[src/rtl/rtc_alarm_pkg.sv]
package rtc_alarm_pkg;

    localparam int FIELD_W    = 8;
    localparam int NUM_FIELDS = 4;
    localparam int SEL_W      = $clog2(NUM_FIELDS);
    localparam int MS_W       = 7;   // seconds / minutes BCD width
    localparam int HD_W       = 6;   // hours / date BCD width
    localparam int FLAG_BIT   = FIELD_W - 1;

    typedef enum logic [SEL_W-1:0] {
        F_SEC  = 2'd0,
        F_MIN  = 2'd1,
        F_HOUR = 2'd2,
        F_DATE = 2'd3
    } field_sel_e;

    typedef logic [FIELD_W-1:0]     field_t;
    typedef field_t [NUM_FIELDS-1:0] field_bank_t;

    typedef struct packed {
        logic [HD_W-1:0] date;
        logic [HD_W-1:0] hour;
        logic [MS_W-1:0] min;
        logic [MS_W-1:0] sec;
    } tod_t;

    typedef enum logic [2:0] {
        RATE_MONTH,
        RATE_DAY,
        RATE_HOUR,
        RATE_MINUTE,
        RATE_SECOND
    } rate_e;

    function automatic int unsigned bcd_value(input logic [MS_W-1:0] v);
        return int'(v[6:4]) * 10 + int'(v[3:0]);
    endfunction

    function automatic logic write_legal(input field_sel_e sel, input field_t d);
        logic ok;
        case (sel)
            F_SEC, F_MIN: ok = (bcd_value(d[MS_W-1:0]) <= 59);
            F_HOUR:       ok = (bcd_value({1'b0, d[HD_W-1:0]}) <= 23);
            default:      ok = (bcd_value({1'b0, d[HD_W-1:0]}) != 0);
        endcase
        return ok;
    endfunction

    // flags ordered {date, hour, min, sec}
    function automatic rate_e flags_to_rate(input logic [NUM_FIELDS-1:0] f);
        rate_e r;
        case (f)
            4'b0000: r = RATE_MONTH;
            4'b1000: r = RATE_DAY;
            4'b1100: r = RATE_HOUR;
            4'b1110: r = RATE_MINUTE;
            default: r = RATE_SECOND;
        endcase
        return r;
    endfunction

endpackage

[src/rtl/alarm_field_bank.sv]
module alarm_field_bank
    import rtc_alarm_pkg::*;
(
    input  logic             clk,
    input  logic             rst,
    input  logic             wr_en,
    input  logic [SEL_W-1:0] wr_sel,
    input  field_t           wr_data,
    output field_bank_t      fields,
    output logic             wr_change
);

    logic accept;

    assign accept    = wr_en && write_legal(field_sel_e'(wr_sel), wr_data);
    assign wr_change = accept && (fields[wr_sel] != wr_data);

    for (genvar i = 0; i < NUM_FIELDS; i++) begin : g_field
        field_t q_r;
        always_ff @(posedge clk) begin
            if (rst)
                q_r <= '0;
            else if (accept && (wr_sel == SEL_W'(i)))
                q_r <= wr_data;
        end
        assign fields[i] = q_r;
    end



    reject_hold_chk: assert property (@(posedge clk) disable iff (rst)
        (wr_en && !accept) |=> (fields == $past(fields)));


    accept_store_chk: assert property (@(posedge clk) disable iff (rst)
        accept |=> (fields[$past(wr_sel)] == $past(wr_data)));

endmodule

[src/rtl/alarm_comparator.sv]
module alarm_comparator
    import rtc_alarm_pkg::*;
(
    input  logic [NUM_FIELDS-1:0] flags,
    input  tod_t                  alarm_val,
    input  tod_t                  now,
    output rate_e                 rate,
    output logic                  match
);

    logic eq_sec, eq_min, eq_hour, eq_date;

    assign eq_sec  = (alarm_val.sec  == now.sec);
    assign eq_min  = (alarm_val.min  == now.min);
    assign eq_hour = (alarm_val.hour == now.hour);
    assign eq_date = (alarm_val.date == now.date);

    assign rate = flags_to_rate(flags);

    always_comb begin
        case (rate)
            RATE_MONTH:  match = eq_date && eq_hour && eq_min && eq_sec;
            RATE_DAY:    match = eq_hour && eq_min && eq_sec;
            RATE_HOUR:   match = eq_min && eq_sec;
            RATE_MINUTE: match = eq_sec;
            default:     match = 1'b1;
        endcase
    end

endmodule

[src/rtl/alarm_irq_gen.sv]
module alarm_irq_gen (
    input  logic clk,
    input  logic rst,
    input  logic tick,
    input  logic match,
    input  logic wr_change,
    output logic irq
);

    logic irq_r;

    always_ff @(posedge clk) begin
        if (rst)
            irq_r <= 1'b0;
        else
            irq_r <= tick && match && !wr_change;
    end

    assign irq = irq_r;


    irq_after_tick_chk: assert property (@(posedge clk) disable iff (rst)
        irq |-> $past(tick));


    no_tick_no_irq_chk: assert property (@(posedge clk) disable iff (rst)
        !tick |=> !irq);


    change_blocks_irq_chk: assert property (@(posedge clk) disable iff (rst)
        (tick && wr_change) |=> !irq);


    reset_quiet_chk: assert property (@(posedge clk)
        rst |=> !irq);

endmodule

[src/rtl/rtc_alarm_match.sv]
module rtc_alarm_match
    import rtc_alarm_pkg::*;
(
    input  logic       clk,
    input  logic       rst,
    input  logic       wr_en,
    input  logic [1:0] wr_sel,
    input  logic [7:0] wr_data,
    input  logic [1:0] rd_sel,
    output logic [7:0] rd_data,
    input  logic       tick,
    input  logic [6:0] now_sec,
    input  logic [6:0] now_min,
    input  logic [5:0] now_hour,
    input  logic [5:0] now_date,
    output logic       alarm_irq
);

    field_bank_t           fields;
    logic                  wr_change;
    logic [NUM_FIELDS-1:0] flags;
    tod_t                  alarm_val;
    tod_t                  now;
    rate_e                 rate;
    logic                  match;

    alarm_field_bank u_bank (
        .clk       (clk),
        .rst       (rst),
        .wr_en     (wr_en),
        .wr_sel    (wr_sel),
        .wr_data   (wr_data),
        .fields    (fields),
        .wr_change (wr_change)
    );

    assign flags = {fields[F_DATE][FLAG_BIT], fields[F_HOUR][FLAG_BIT],
                    fields[F_MIN][FLAG_BIT],  fields[F_SEC][FLAG_BIT]};

    assign alarm_val.sec  = fields[F_SEC][MS_W-1:0];
    assign alarm_val.min  = fields[F_MIN][MS_W-1:0];
    assign alarm_val.hour = fields[F_HOUR][HD_W-1:0];
    assign alarm_val.date = fields[F_DATE][HD_W-1:0];

    assign now = '{date: now_date, hour: now_hour, min: now_min, sec: now_sec};

    alarm_comparator u_cmp (
        .flags     (flags),
        .alarm_val (alarm_val),
        .now       (now),
        .rate      (rate),
        .match     (match)
    );

    alarm_irq_gen u_irq (
        .clk       (clk),
        .rst       (rst),
        .tick      (tick),
        .match     (match),
        .wr_change (wr_change),
        .irq       (alarm_irq)
    );

    assign rd_data = fields[rd_sel];


    all_flags_fire_chk: assert property (@(posedge clk) disable iff (rst)
        (tick && (&flags) && !wr_change) |=> alarm_irq);


    fallback_rate_chk: assert property (@(posedge clk) disable iff (rst)
        (tick && (rate == RATE_SECOND) && !wr_change) |=> alarm_irq);


    reset_clear_chk: assert property (@(posedge clk)
        rst |=> (fields == '0));

endmodule

[config.mk]
export PLATFORM = sky130hd
export DESIGN_NAME = rtc_alarm_match
export DESIGN_NICKNAME = d
export VERILOG_FILES = /design/src/rtl/rtc_alarm_pkg.sv /design/src/rtl/alarm_field_bank.sv /design/src/rtl/alarm_comparator.sv /design/src/rtl/alarm_irq_gen.sv /design/src/rtl/rtc_alarm_match.sv
export SDC_FILE = /design/constraint.sdc
export NUM_CORES = 1
export LEC_CHECK = 0
export ABC_AREA = 1
export BUFFER_PORTS_ARGS = -buffer_cell sky130_fd_sc_hd__buf_2
export CAP_MARGIN = 25
export CORE_MARGIN = 5
export CORE_UTILIZATION = 45
export DETAILED_ROUTE_END_ITERATION = 10
export PLACE_DENSITY = 0.67
export RECOVER_POWER = 50
export SETUP_SLACK_MARGIN = 0.1
export SYNTH_ARGS = -nofsm -noshare
export SYNTH_HDL_FRONTEND = slang
export SYNTH_SLANG_ARGS = --single-unit
[constraint.sdc]
create_clock -name clk -period 7.56 [get_ports clk]
set_input_delay 2.268 -clock clk [delete_from_list [all_inputs] [get_ports clk]]
set_output_delay 2.268 -clock clk [all_outputs]
set_load 0.02 [all_outputs]
# After elaboration in Yosys (flattened, before gate mapping)
# Cells that the tools add are included.
[classes]
mux = 7
reduce_logical = 20
addsub = 2
magnitude_cmp = 4
n_mul = 2
eq_ne = 14
[op_table]
columns = ["op", "n"]
rows = [
  ["adder 32 x 5 -> 32 bit", 2],
  ["binary-select mux 8 bit (select 2 bit)", 2],
  ["<= comparator 32 x 5 -> 1 bit (second input constant)", 1],
  ["<= comparator 32 x 6 -> 1 bit (second input constant)", 1],
  ["nonzero test 32 bit", 1],
  ["two-way mux 8 bit", 2],
  ["equality test 7 bit", 2],
  ["logical AND 1 bit", 14],
  ["equality test 4 bit (second input constant)", 3],
  ["equality test 6 bit", 2],
  ["case mux 3 bit (4 select lines)", 1],
  ["inequality test 8 bit", 1],
  ["equality test 3 x 2 -> 1 bit (second input constant)", 2],
  ["less-than comparator 2 x 3 -> 1 bit (second input constant)", 2],
  ["multiplier 3 x 3 -> 6 bit (second input constant)", 1],
  ["multiplier 2 x 3 -> 5 bit (second input constant)", 1],
  ["equality test 2 bit (second input constant)", 2],
  ["logical NOT 4 bit", 1],
  ["case mux 1 bit (4 select lines)", 1],
  ["equality test 3 x 1 -> 1 bit (second input constant)", 1],
  ["logical NOT 3 bit", 1],
  ["equality test 2 x 1 -> 1 bit (second input constant)", 1],
  ["logical NOT 2 bit", 1],
  ["case mux 1 bit (2 select lines)", 1],
  ["other kinds (2)", 2],
]
[totals]
inputBits = 42
out_inout_bits = 9
ff_bits = 33
wordCells = 54

# Logic depth before layout (Yosys ltp)
# Gate-level depths: netlist (run 1).
[logic_depth]
depth_word = 8
ltp_mapped = 16
depth_no_buf = 16

# By module
# Synthesis (run 1) repeated with hierarchy kept, for this count alone.
[unflattened]
hier_cells = 566
area_unflattened_um2 = 3128.0
[by_module_without_submodules]
columns = ["mod", "area_each_um2", "seq_area_each_um2", "cells_each", "n_inst"]
rows = [
  ["alarm_field_bank", 2207.1, 640.6, 364, 1],
  ["alarm_comparator", 484.2, 0.0, 102, 1],
  ["rtc_alarm_match", 395.4, 0.0, 94, 1],
  ["alarm_irq_gen", 41.3, 20.0, 6, 1],
]

# Worst setup path before layout (run 1)
# Ideal clock, no wire load.
[synth_path]
kind = "in2out"
from = "input rd_sel[0]"
to = "output rd_data[3]"
path_buffers = 2
arrival_ns = 3.364
path_stages = 6
slack_ns = 1.928
cell_sequence = "clkbuf_1 inv_1 clkbuf_1 o21ai_0 a21oi_1 a21oi_1"
[synth_between]
elab_chain_len = 2
[synth_lines]
columns = ["element", "line_no", "rtl"]
rows = [
  ["from (decl)", "rtc_alarm_match.sv:9", "input logic [1:0] rd_sel,"],
  ["binary-select mux 8 bit (select 2 bit)", "rtc_alarm_match.sv:64", "assign rd_data = fields[rd_sel];"],
  ["two-way mux 8 bit (implied by the code)", "rtc_alarm_match.sv:64", ""],
  ["to (decl)", "rtc_alarm_match.sv:10", "output logic [7:0] rd_data,"],
]
# No other way between the ends. The select of a mux whose other input is x is not followed.

# Final worst setup path (run 1)
[layout_path]
from = "input rd_sel[0]"
to = "output rd_data[7]"
# The elaborated chain is that of the path after synthesis.

==> out/results.ini, run 1 <==
[outcome]
run_status=finished clean

[power]
combPwrFrac=0.273
power_switching_w=0.0001726
vdd_drop_max_v=0.00009245
powerDensity_nw_per_um2=160.4
p_clk_frac=0.348
intPower_w=0.0003394
p_seq_frac=0.379
leakagePower_nw=1.675
switching_share=0.3371

[synthesis]
syn_avg_cell_area_um2=5.796
synth_warnings=0
yosysTopAreaCell=dfxtp_1
yosys.area.top_type_share=0.2317
yosysSeqAreaShare=0.2317
netlist_area_um2=2851
ys_seq_elements=33
syn_nets=542
yosys.cell_types.count=26
synth_area_leaders=dfxtp_1 23%, nand2_1 18%, inv_1 11%, nor2_1 7.8%, nand4_1 7.7%
synth_cells=492

[global_route]
grt_max_degree=38
grt_pass1_vias=2858
antenna_found_initial=0
gr-total-overflow=0
grt_pass1_wl_um=13920
grt_usage=0.2268

[final_layout]
nets=580
drive_above_1_share=0.1186
fillers=657
area_growth_pct=11.94
num_antenna_cells=0
regArea_um2=660.6
finalNonFillerCells=608
multi_input_area_um2=1733
final_area_um2=3192

[sta]
setup_tns_ns=0
timing.final.crit_share=0.7529
worst_pin_slew_ns=1.152
final_hold_viol_count=0
finalWorstSetupSlack_ns=1.868
rsz0062_at_grt=no
setup_viol=0
maxSlewViolCount=0
max_freq_mhz=175.7
timing.slew.headroom=0.2300
skew_ns=0.003434
fin_crit_ns=5.692

[drt]
viasPerCell=5.257
routed_wl_um=8729
drt_first_pass_iters=5
ant_nets=0
avgRoutedWirePerCell_um=14.36
drc=0
route.vias.total=3196
drtIter0Drc=275

[setup_path]
cp_max_fo=24
setup.worst_path.class=in -> out
critPathRequiredTime_ns=5.29
start_kind=primary input
worstPathArrival_ns=3.42
end_kind=primary output

[min_path]
hold_path_class=reg -> reg

[floorplan]
design.core.area_um2=6241
rows=29
dieArea_um2=8028
io_pins=51
die_w_um=89.60
start_util=0.4569
die_y_um=89.60

[clock_network]
root_buffer=clkbuf_8
htreeDepth=2
post_cts_resized=0
clkSinkCount=33
cts_hold_buf=0
numCtsBuffers=5
clk_latency_ns=0.29
cts_tree=yes
cts.clk_slew.worst_paths_ns=0.07
cts_setup_buffers=0
clockBufferDepth=2

[placement]
place_area_um2=3105
dp_slack_ns=1.888
io_buffers=50
place_hpwl_um=6636
gp_congestion=0.9330
dp.cells=600

[job]
maxCapViolCount=0

==> per-stage QoR <==
stage / total power (W) / util / hold slack, ns
3_5_place_dp: 0.0003386 / 0.4976 / 0.5508
3_3_place_gp: 0.0003365 / 0.4976 / 0.5480
4_1_cts: 0.0005138 / 0.5162 / 0.5615
6_report: 0.0005120 / 0.5114 / 0.5729
5_1_grt: 0.0005400 / 0.5114 / 0.6145
2_1_floorplan: 0.0002973 / - / 0.4994
==> worst max-delay path, cell delays in order <==
cell     delay (ns)
buf_2          0.15
inv_1          0.45
o21ai_0        0.18
a21oi_1        0.16
a21oi_1        0.06
buf_2          0.16
==> sequential cells by signal, indices dropped and copies added (netlist names) <==
register	flops
u_bank.g_field.q_r	32
u_irq.irq	1
==> power by group through the flow <==
stage | Combinational (W) | Clock [W] | Sequential, W
2_1_floorplan | 0.000104 | 0 | 0.000193
3_3_place_gp | 0.000138 | 0 | 0.000198
3_5_place_dp | 0.000141 | 0 | 0.000198
4_1_cts | 0.000141 | 0.000179 | 0.000194
5_1_grt | 0.000159 | 0.000186 | 0.000195
6_report | 0.000140 | 0.000178 | 0.000194
==> synth_stat cells (all sizes together) <==
cell type and number:
nand2 138, nor2 62, xor2 14, a22oi 7
xnor2 8, buf 15, o21ai 17, ha 7
nand3 24, clkbuf 4, inv 90, dfxtp 33
nor3 4, fa 1, a21oi 33, nand4 35
==> final timing paths <==
kind	from	end	slack, ns	cells past startpoint
worst min-delay path	u_bank.g_field[2].q_r[6]	u_bank.g_field[2].q_r[6]	0.57	4
worst max-delay path	rd_sel[0]	rd_data[7]	1.87	6
worst max register to register	u_bank.g_field[0].q_r[4]	u_irq.irq	6.07	10
worst min register to register	u_bank.g_field[2].q_r[6]	u_bank.g_field[2].q_r[6]	0.57	4
==> area by class of cell <==
type                    instances  area share
clock inverters                 1    0.009408
flip-flops and latches         33      0.2070
well taps                      77     0.03018
multi-input cells             350      0.5429
inverters                      90      0.1058
clock buffers                   7     0.02705
repair buffers                 50     0.07762
==> cell families after synthesis <==
| kind of cell | share of synthesized area |
|---|---|
| fa+ha+maj | 0.03773 |
| simple gates | 0.4041 |
| buf+inv | 0.1509 |
| xor+xnor | 0.06758 |
| flops | 0.2317 |
| compound gates | 0.1079 |
==> per-layer routing <==
| layer | routed length, um | share of wire | track usage |
|---|---|---|---|
| met5 | 0 | 0 | 0 |
| met3 | 802 | 0.092 | 0.04106 |
| met4 | 310 | 0.036 | 0.09202 |
| met1 | 3652 | 0.42 | 0.2953 |
| met2 | 3963 | 0.45 | 0.3690 |
==> cells in the final DEF (no fill, tap or decap), drive strengths merged, types with 7 or more instances in the layout <==
cell and count:
nand2 138, inv 90, nor2 62, buf 48, nand4 35, a21oi 33, dfxtp 33, nand3 24
o21ai 17, xor2 14, clkbuf 9, xnor2 8, ha 7, a22oi 7
Power figures use the tool's default switching activity.
==> run 2, diff against run 1 <==
- clock period: 7.56 -> 5.5 ns (I/O delays scaled with it)
==> run 2 against run 1 <==
Net effect:
- count of clock-buffer cells in the layout fell by 2
- sequential power increased by 38%
- register-to-register slack worse by 2.1 ns
- power up 27%
- first-iteration DRC count up 11%
- combinational power grew 38%
- cell area down 0.94%
- largest cell class unchanged
- highest routed layer is now met5
==> out/results.ini, run 2 (same netlist as run 1, synthesis figures left out) <==
[outcome]
run_status=finished clean  ; unchanged

[global_route]
grt_pass1_vias=2833  ; was 2,858
gr-total-overflow=0  ; unchanged
grt_pass1_wl_um=14300  ; was 13,920 um
grt_max_degree=38  ; unchanged
grt_usage=0.2336  ; was 0.2268
antenna_found_initial=1  ; was 0

[floorplan]
die_y_um=89.60  ; unchanged
die_w_um=89.60  ; unchanged
dieArea_um2=8028  ; unchanged
rows=29  ; unchanged
io_pins=51  ; unchanged
start_util=0.4569  ; unchanged
design.core.area_um2=6241  ; unchanged

[clock_network]
cts_setup_buffers=0  ; unchanged
clockBufferDepth=2  ; unchanged
numCtsBuffers=5  ; unchanged
htreeDepth=2  ; unchanged
cts.clk_slew.worst_paths_ns=0.08  ; was 0.07 ns
cts_hold_buf=0  ; unchanged
post_cts_resized=0  ; unchanged
clkSinkCount=33  ; unchanged
clk_latency_ns=0.29  ; about the same
root_buffer=clkbuf_8  ; unchanged
cts_tree=yes  ; unchanged

[power]
p_clk_frac=0.291  ; was 0.348
power.total_w=0.0006490  ; was 0.0005120 W
intPower_w=0.0004060  ; was 0.0003394 W
switching_share=0.3744  ; was 0.3371
p_seq_frac=0.412  ; was 0.379
leakagePower_nw=1.661  ; was 1.675 nW
vdd_drop_max_v=0.0001016  ; was 0.00009245 V
power_switching_w=0.0002429  ; was 0.0001726 W
combPwrFrac=0.297  ; was 0.273
powerDensity_nw_per_um2=205.3  ; was 160.4 nW/um^2

[drt]
viasPerCell=5.206  ; was 5.257
drtIter0Drc=305  ; was 275
drc=0  ; unchanged
avgRoutedWirePerCell_um=14.60  ; was 14.36 um
drt_first_pass_iters=4  ; was 5
ant_nets=0  ; unchanged
routed_wl_um=8874  ; was 8729 um
route.vias.total=3165  ; was 3,196

[job]
maxCapViolCount=0  ; unchanged

[setup_path]
setup.worst_path.class=in -> reg  ; was in -> out
critPathRequiredTime_ns=5.73  ; was 5.29 ns
critPathMostFrequentCell=nand2_1
critPathTopFamily=simple AND/OR/NAND/NOR gates  ; was buffers and inverters
worstPathArrival_ns=4.89  ; was 3.42 ns
start_kind=primary input  ; unchanged
cp_cell_sequence=clkbuf_1, ha_1, fa_1, nand2_1, nand2_1, inv_1, nand2_1, nand3_1, nand2_1, nor2_1, nand2_1, nand2_1, nand3_1, nand2_1, inv_1, nor2_1  ; was buf_2, inv_1, o21ai_0, a21oi_1, a21oi_1, buf_2
cpPeakStageDelay_ns=0.84  ; was 0.45 ns
end_kind=flop  ; was primary output
critPathBufInv=3  ; unchanged
cp_slowest_cell=nand2_1  ; was inv_1
cp_max_fo=37  ; was 24

[placement]
gp_congestion=0.9448  ; was 0.9330
io_buffers=50  ; unchanged
place_hpwl_um=6688  ; was 6636 um

[sta]
fin_crit_ns=4.655
max_freq_mhz=214.8
worst_pin_slew_ns=1.182  ; was 1.152 ns
setup_viol=0  ; unchanged
final_hold_viol_count=0  ; unchanged
maxSlewViolCount=0  ; unchanged
timing.final.crit_share=0.8464
rsz0062_at_grt=no  ; unchanged
skew_ns=0.004788  ; was 0.003434 ns
timing.slew.headroom=0.2101  ; was 0.2300
setup_tns_ns=0  ; unchanged

[final_layout]
drive_above_1_share=0.1205  ; was 0.1186
area_growth_pct=10.88  ; was 11.94%
final_common_cell=nand2_1  ; unchanged
most-common-layout-cells=137 x nand2_1, 87 x inv_1, 59 x nor2_1  ; unchanged
largest_register_ffs=32  ; unchanged
num_antenna_cells=0  ; unchanged
nets=580  ; unchanged
top_register=u_bank.g_field.q_r  ; unchanged

[min_path]
hold_path_class=reg -> reg  ; unchanged

run 2: worst min-delay path, cell delays in order (launching register included):
cell	delay [ns]
dfxtp_1	0.33
inv_1	0.07
nand2_1	0.05
inv_1	0.04
nor2_1	0.03
run 2: power by group through the flow:
stage / clock network, W / logic [W] / registers (W)
floorplan: 0 / 0.000143 / 0.000266
global placement: 0 / 0.000190 / 0.000272
detailed placement: 0 / 0.000194 / 0.000272
CTS: 0.000189 / 0.000195 / 0.000267
global route: 0.000199 / 0.000219 / 0.000268
finish: 0.000189 / 0.000193 / 0.000267
run 2: final cells by class:
type                            count  area [um^2]
Inverter                           90        337.8
Tap cell                           77        96.34
Clock buffer                        5        68.82
Timing Repair Buffer               50        247.7
Clock inverter                      3        17.52
Sequential cell                    33        660.6
Fill cell                         670         3079
Multi-Input combinational cell    350         1733
run 2: path summary, 6_finish.rpt:
| kind | start | to | slack [ns] | cells past startpoint |
|---|---|---|---|---|
| hold / removal | u_bank.g_field[3].q_r[6] | u_bank.g_field[3].q_r[6] | 0.57 | 4 |
| setup reg to reg | u_bank.g_field[0].q_r[0] | u_irq.irq | 3.99 | 10 |
| setup / recovery | wr_data[4] | u_bank.g_field[2].q_r[3] | 0.84 | 16 |
| hold reg to reg | u_bank.g_field[3].q_r[6] | u_bank.g_field[3].q_r[6] | 0.57 | 4 |
run 2: per-stage QoR:
step	hold WS, ns	instances	cell area, um^2	setup slack [ns]	utilization
floorplan	0.4994	492	2851	1.104	-
global placement	0.5481	600	3105	1.116	0.4976
detailed placement	0.5465	600	3105	1.100	0.4976
CTS	0.5585	608	3192	1.096	0.5114
global route	0.6177	608	3162	0.5320	0.5066
finish	0.5664	608	3162	0.8450	0.5066
run 2: layer usage:
metal,vias to the layer above,GRT usage,wire (um)
met3,32,0.04288,718
met1,1395,0.3055,3690
met2,115,0.3690,4089
met5,-,0,13
li1,1621,-,-
met4,2,0.1137,361
